$ cat src/rtl/flag_alu.sv
module flag_alu (
  input  logic        clk,
  input  logic        rst,
  input  logic        valid,
  input  logic [3:0]  op,
  input  logic [1:0]  size,
  input  logic [31:0] dst,
  input  logic [31:0] src,
  output logic [31:0] res,
  output logic        res_we,
  output logic [5:0]  flags
);

  localparam logic [3:0] OP_MOV = 4'd0,  OP_NOT = 4'd1,  OP_NEG = 4'd2,  OP_AND = 4'd3;
  localparam logic [3:0] OP_OR  = 4'd4,  OP_INC = 4'd5,  OP_DEC = 4'd6,  OP_ADD = 4'd7;
  localparam logic [3:0] OP_ADC = 4'd8,  OP_SUB = 4'd9,  OP_SBB = 4'd10, OP_CMP = 4'd11;
  localparam int CF = 0, PF = 1, AF = 2, ZF = 3, SF = 4, OF = 5;

  logic [31:0] mask, a, b, r;
  logic        cin, is_sub;
  logic [32:0] sum;
  logic        sa, sb, sr, carry, ovf, zf, sf, pf, af;
  logic [5:0]  nf;

  function automatic logic top_bit(input logic [1:0] sz, input logic [31:0] v);
    case (sz)
      2'd0:    return v[7];
      2'd1:    return v[15];
      default: return v[31];
    endcase
  endfunction

  always_comb
    case (size)
      2'd0:    mask = 32'h0000_00FF;
      2'd1:    mask = 32'h0000_FFFF;
      default: mask = 32'hFFFF_FFFF;
    endcase

  always_comb begin
    a = dst & mask;
    b = src & mask;
    cin = 1'b0;
    is_sub = 1'b0;
    case (op)
      OP_NEG: begin a = '0; is_sub = 1'b1; end
      OP_INC: b = 32'd1;
      OP_DEC: begin b = 32'd1; is_sub = 1'b1; end
      OP_ADC: cin = flags[CF];
      OP_SUB, OP_CMP: is_sub = 1'b1;
      OP_SBB: begin is_sub = 1'b1; cin = flags[CF]; end
      default: ;
    endcase
  end

  assign sum = is_sub ? ({1'b0, a} - {1'b0, b} - {32'd0, cin})
                      : ({1'b0, a} + {1'b0, b} + {32'd0, cin});

  always_comb begin
    case (op)
      OP_MOV:  r = src;
      OP_NOT:  r = ~dst;
      OP_AND:  r = dst & src;
      OP_OR:   r = dst | src;
      default: r = sum[31:0];
    endcase
    r = r & mask;
  end

  assign sa = top_bit(size, a);
  assign sb = top_bit(size, b);
  assign sr = top_bit(size, r);
  assign carry = is_sub ? sum[32] : (size == 2'd0 ? sum[8] : size == 2'd1 ? sum[16] : sum[32]);
  assign ovf = is_sub ? (sa != sb && sr != sa) : (sa == sb && sr != sa);
  assign af = a[4] ^ b[4] ^ sum[4];
  assign zf = (r == '0);
  assign sf = sr;
  assign pf = ~^r[7:0];

  always_comb
    case (op)
      OP_NEG:                         nf = {ovf, sf, zf, af, pf, (b != '0)};
      OP_AND, OP_OR:                  nf = {1'b0, sf, zf, flags[AF], pf, 1'b0};
      OP_INC, OP_DEC:                 nf = {ovf, sf, zf, af, pf, flags[CF]};
      OP_ADD, OP_ADC, OP_SUB,
      OP_SBB, OP_CMP:                 nf = {ovf, sf, zf, af, pf, carry};
      default:                        nf = flags;
    endcase

  assign res    = r;
  assign res_we = valid && (op <= OP_SBB);

  always_ff @(posedge clk)
    if (rst) flags <= '0;
    else if (valid) flags <= nf;


  reset_clear_chk: assert property (@(posedge clk) rst |=> flags == 6'd0);

  idle_hold_chk: assert property (@(posedge clk) disable iff (rst)
    !valid |=> flags == $past(flags));

  move_keeps_flags_chk: assert property (@(posedge clk) disable iff (rst)
    (valid && (op == OP_MOV || op == OP_NOT)) |=> flags == $past(flags));

  logic_flag_chk: assert property (@(posedge clk) disable iff (rst)
    (valid && (op == OP_AND || op == OP_OR)) |=>
      (!flags[OF] && !flags[CF] && flags[AF] == $past(flags[AF])));

  step_keeps_cf_chk: assert property (@(posedge clk) disable iff (rst)
    (valid && (op == OP_INC || op == OP_DEC)) |=> flags[CF] == $past(flags[CF]));

  compare_no_write_chk: assert property (@(posedge clk) disable iff (rst)
    (op == OP_CMP) |-> !res_we);

  narrow_result_chk: assert property (@(posedge clk) disable iff (rst)
    (size == 2'd0) |-> res[31:8] == 24'd0);

  unused_op_chk: assert property (@(posedge clk) disable iff (rst)
    (valid && op >= 4'd12) |=> (flags == $past(flags)));

endmodule

$ cat config.mk
export PLATFORM = sky130hd
export DESIGN_NAME = flag_alu
export DESIGN_NICKNAME = d
export VERILOG_FILES = /design/src/rtl/flag_alu.sv
export SDC_FILE = /design/constraint.sdc
export NUM_CORES = 1
export LEC_CHECK = 0
export ABC_AREA = 0
export ABC_CLOCK_PERIOD_IN_PS = 7300
export BUFFER_PORTS_ARGS = -buffer_cell sky130_fd_sc_hd__buf_2
export CELL_PAD_IN_SITES_DETAIL_PLACEMENT = 0
export CELL_PAD_IN_SITES_GLOBAL_PLACEMENT = 2
export CORE_UTILIZATION = 33
export CTS_BUF_LIST = sky130_fd_sc_hd__clkbuf_4
export DETAILED_ROUTE_END_ITERATION = 8
export GPL_TIMING_DRIVEN = 0
export PLACE_DENSITY = 0.95
export SYNTH_ARGS = -nofsm -noshare
export SYNTH_HDL_FRONTEND = slang
export SYNTH_SLANG_ARGS = --single-unit
export TNS_END_PERCENT = 5
$ cat constraint.sdc
create_clock -name clk -period 7.3 [get_ports clk]
set_clock_uncertainty 0.1 [all_clocks]
set_input_delay 0.73 -clock clk [delete_from_list [all_inputs] [get_ports clk]]
set_output_delay 0.73 -clock clk [all_outputs]
set_load 0.05 [all_outputs]
# After elaboration in Yosys (flattened, before gate mapping)
# Index checks and enable logic that the tools add are counted.
# totals
input_bits	73
output_inout_bits	39
elab_cells	67
reg_bits	6
# op_classes
bitwise	10
reduce_logical	19
n_eq_ne	15
magnitude_cmp	1
add_sub_neg	4
mux	15
# ops
operator	n
$and A32 B32 Y32	4
$pmux W32 S4	1
$mux W32	2
$pmux W32 S2	1
$add A32 B32 Y33	1
$add A33 B1 Y33	1
$mux W33	1
$sub A32 B32 Y33	1
$sub A33 B1 Y33	1
$logic_not A32 Y1	1
$not A32 Y32	1
$or A32 B32 Y32	1
$reduce_bool A32 Y1	1
$pmux W6 S4	1
$eq A4 B3 Y1 const B	4
$eq A4 B4 Y1 const B	4
$reduce_or A5 Y1	2
$eq A4 B2 Y1 const B	2
$reduce_xnor A8 Y1	1
$mux W1	6
$pmux W1 S2	3
$reduce_and A3 Y1	2
$reduce_bool A3 Y1	2
$reduce_or A2 Y1	3
12 further kinds	17

# Logic depth before layout (Yosys ltp)
# depth
ltp_word	14
depth_mapped	28
mapped_depth_nobuf	26

# Least setup slack after synthesis
# Ideal clock, no wire load.
# synth_path
path_type	input to output
from	input op[1]
to	output res[27]
n_path_buf	6
arrival_ps	5503
cell_stages	19
required_ps	6470
path_slack_ps	967
cell_sequence	buf_2 clkbuf_1 clkbuf_1 xor2_1 nand2_1 clkbuf_1 and3_1 ha_1 buf_2 inv_1 ha_1 clkbuf_1 a21oi_1 o21ai_0 a221o_1 a41o_1 o22ai_1 xor2_1 a211oi_1
# synth_via
elab_chain_len	8
word_cells_on_any_way	25
cone_classes	add/sub: 4; eq/ne: 10; mux: 6; bitwise: 1; reduce/logical: 4
# synth_lines
item	line	source
start, declared	5	input logic [3:0] op,
$eq A4 B3 Y1	45	case (op)
$reduce_or A2 Y1 (no source line)	-	
$mux W32	45	
$add A32 B32 Y33 or $sub A32 B32 Y33 (tied branches)	57, 56	
$add A33 B1 Y33 or $sub A33 B1 Y33 (tied branches)	57, 56	
$mux W33	56	assign sum = is_sub ? ({1'b0, a} - {1'b0, b} - {32'd0, cin})
$pmux W32 S4 (*)	60	case (op)
$and A32 B32 Y32 (*)	67	r = r & mask;
end, declared	9	output logic [31:0] res,
# Every way passes the cells marked *; elsewhere a longest branch is shown, timed or not.

# Final worst setup path
# layout_path
from	input size[1]
to	output res[28]
# layout_via
elab_chain_len	9
word_cells_on_any_way	14
cone_classes	add/sub: 4; eq/ne: 1; mux: 5; bitwise: 3; reduce/logical: 1
# layout_lines
item	line	source
start, declared	6	input logic [1:0] size,
$eq A2 B1 Y1 or $logic_not A2 Y1 (tied branches)	34	case (size)
$pmux W32 S2 (*)	34	
$and A32 B32 Y32, on equally long branches	41, 42	
$mux W32	45	
$add A32 B32 Y33 or $sub A32 B32 Y33 (tied branches)	57, 56	
$add A33 B1 Y33 or $sub A33 B1 Y33 (tied branches)	57, 56	
$mux W33	56	
$pmux W32 S4	60	
$and A32 B32 Y32 (*)	67	
# Marked as above.

==> metrics.csv <==
stage,metric,value,unit
place,placed_cell_area,8270,sq um
clock_tree,cts_sinks,6,
clock_tree,cts_buffers,3,
setup_path,crit_path_start_kind,input port,
routing,drc_errors,0,
place,gp_congestion,0.931,
power_and_ir_drop,p_leak,3.89,nW
floorplanning,io_pins,112,
synthesis,synth_top_area_cell,ha_1,
synthesis,synth_edf_count,0,
routing,vias,9274,
power_and_ir_drop,ir_drop,0.109,mV
timing,min_period,7.08,ns
grt,met2_usage,45.0,%
setup_path,worstSetupEndpointType,primary output,
routing,dr.pass1.iters,6,
timing,min_period_over_period,97.0,%
routing,wirelength,33200,microns
grt,track_usage,28.5,%
synthesis,async_flop_share,0,%
floorplanning,initial_utilization,33.8,%
setup_path,path_max_fanout,10,
setup_path,rr_startpoint,flags[0],
clock_tree,clockRootBuffer,clkbuf_4,
clock_tree,post-cts-setup-buffers,0,
grt,grt_pass1_wl,49600,microns
cells_and_area,reg_top3,flags (6),
grt,grt_overflow,0,
cells_and_area,regMostFlops,flags,
synthesis,avgSynthCellArea,6.34,sq um
cells_and_area,largest_reg_flops,6,
timing,fin_ws,0.218,ns
job,maxCapViolCount,0,
timing,slew_headroom,29.0,%
routing,ant_nets,0,
synthesis,synth_area_leaders,"ha_1 16%, a21oi_1 6.9%, inv_1 6.1%",
place,place_ws,-1.03,ns
cells_and_area,nNetsFinal,1446,
setup_path,crit_type,in -> out,
routing,post_drt_wl_per_cell,21.4,microns
timing,max_freq,141,MHz
timing,holdWs,0.378,ns
floorplanning,dieArea,23000,sq um
clock_tree,ctsHtreeMaxLevel,1,
setup_path,startpoint,size[1],
synthesis,synth_top_cell_area_share,16.1,%
min_path,min_path_type,reg -> reg,
outcome,status,finished clean,
synthesis,synth.most_common_cell,inv_1,
cells_and_area,syn_to_final_growth,12.9,%
grt,grt.busiest_layer,met2,
timing,finalMaxSlewViolations,0,
synthesis,netlist_area,7390,sq um
min_path,min_from,flags[3],
power_and_ir_drop,power-per-cell-area,144,nW/um^2
synthesis,synth_warnings,0,
cells_and_area,fillers,2494,
floorplanning,chipWidth,152,microns
synthesis,syn-num-nets,1337,
clock_tree,max-clock-path-buffers,2,
clock_tree,clk_latency,0.25,ns
routing,first_iter_violations,981,
cells_and_area,seqCellArea,120,sq um
place,port_buffers,107,
timing,finalSetupViolations,0,
grt,grt_pass1_vias,8350,
grt,antenna_found_initial,0,
synthesis,synth-seq-cells,6,
synthesis,seq_area_frac_synth,1.63,%
cells_and_area,multi_input_area,6550,sq um
timing,worst_pin_slew,1.06,ns
clock_tree,cts_tree,done,
floorplanning,design.core.area,21900,sq um
cells_and_area,layout-drive-gt1-share,13.8,%
clock_tree,cts.clk_slew.worst_paths,0.04,ns
grt,grt_max_degree,20,
synthesis,ys.flop_type,dfxtp_1,
grt,grt_util_met3,3.50,%
synthesis,synth.distinct_cells,84,
floorplanning,die_y,152,microns
timing,finalHoldViolCount,0,
cells_and_area,final_core_util,38.1,%
grt,grt_use_met1,40.9,%
place,dp_hpwl,27300,microns
setup_path,cp_data_required_time,6.47,ns
synthesis,syn_inst,1165,
cells_and_area,antenna_cells,0,
synthesis,yosys-top-cells-count,"120 x inv_1, 119 x nand2_1, 102 x a21oi_1",
cells_and_area,fin_area,8340,sq um
clock_tree,cts_hold_buf,0,
setup_path,cp_data_arrival_time,6.25,ns
floorplanning,num_rows,54,
routing,vias_per_cell,5.98,
timing,rsz0062_at_grt,no,
-- cells in the final DEF (no fill, tap or decap), types with 18 or more instances in the layout --
master / count
ha_1: 95
buf_2: 117
or3_1: 21
mux2i_1: 23
nor2_1: 90
clkbuf_1: 38
nand2_1: 118
a31oi_1: 31
nand3_1: 24
nor3_1: 29
inv_1: 119
a211oi_1: 18
a21oi_1: 102
xnor2_1: 30
and3_1: 35
o21ai_0: 69
-- power breakdown --
group	total (mW)	switching, mW	leakage (nW)	internal (mW)
Combinational	1.13	0.768	3.83	0.366
Clock	0.0309	0.0123	0.0138	0.0186
Sequential	0.0403	0.00254	0.0491	0.0378
-- final cells by class --
type	instances	share of cell area [%]
clock buffers	3	0.270
inverters	122	5.53
multi-input cells	967	78.5
well taps	280	4.20
repair buffers	107	6.42
plain buffers	67	3.64
flip-flops and latches	6	1.44
-- routing by layer --
metal / share of wire [%] / up-vias
met5: 0 / -
met4: 2.1 / 0
met3: 8.0 / 32
met2: 44 / 408
met1: 46 / 4406
li1: - / 4428
-- worst max-delay path, stage by stage --
cell and delay (ns):
buf_2 0.25, clkbuf_1 0.45, clkbuf_2 0.37, clkbuf_2 0.31
clkbuf_1 0.35, and3_1 0.27, ha_1 0.24, buf_4 0.17
inv_1 0.11, ha_1 0.24, clkbuf_1 0.21, a21oi_1 0.19
o21ai_0 0.23, nand4_1 0.17, o21ai_0 0.13, a211oi_1 0.78
a21oi_1 0.18, mux2i_1 0.15, a221oi_1 0.36, buf_2 0.34
-- final timing paths --
path	slack (ns)	cells after the start	to
setup / recovery	0.22	20	res[28]
hold / removal	0.38	1	flags[3]
setup reg to reg	1.88	22	flags[3]
hold reg to reg	0.38	1	flags[3]
-- kinds of logic (layout without fill, tap and decap cells) --
family	after synthesis	after routing	synth area share (%)
xor+xnor	38	38	4.50
simple gates	428	428	28.9
mux	25	25	3.42
flops	6	6	1.63
buf+inv	192	299	10.3
fa+ha+maj	102	102	17.6
compound gates	374	374	33.7
-- timing repair --
item,CTS,global route
gates resized for setup,11,16
setup endpoints to repair,3,7
gates cloned,0,0
pin swaps,0,1
-- per-stage QoR --
| stage | power, mW | setup TNS [ns] | instances |
|---|---|---|---|
| 2_1_floorplan | 0.834 | 0 | 1165 |
| 3_3_place_gp | 1.14 | -1.22 | 1552 |
| 3_5_place_dp | 1.14 | -1.14 | 1552 |
| 4_1_cts | 1.18 | 0 | 1554 |
| 5_1_grt | 1.30 | 0 | 1552 |
| 6_report | 1.21 | 0 | 1552 |
Note: power is estimated with default switching activity, not from simulation.
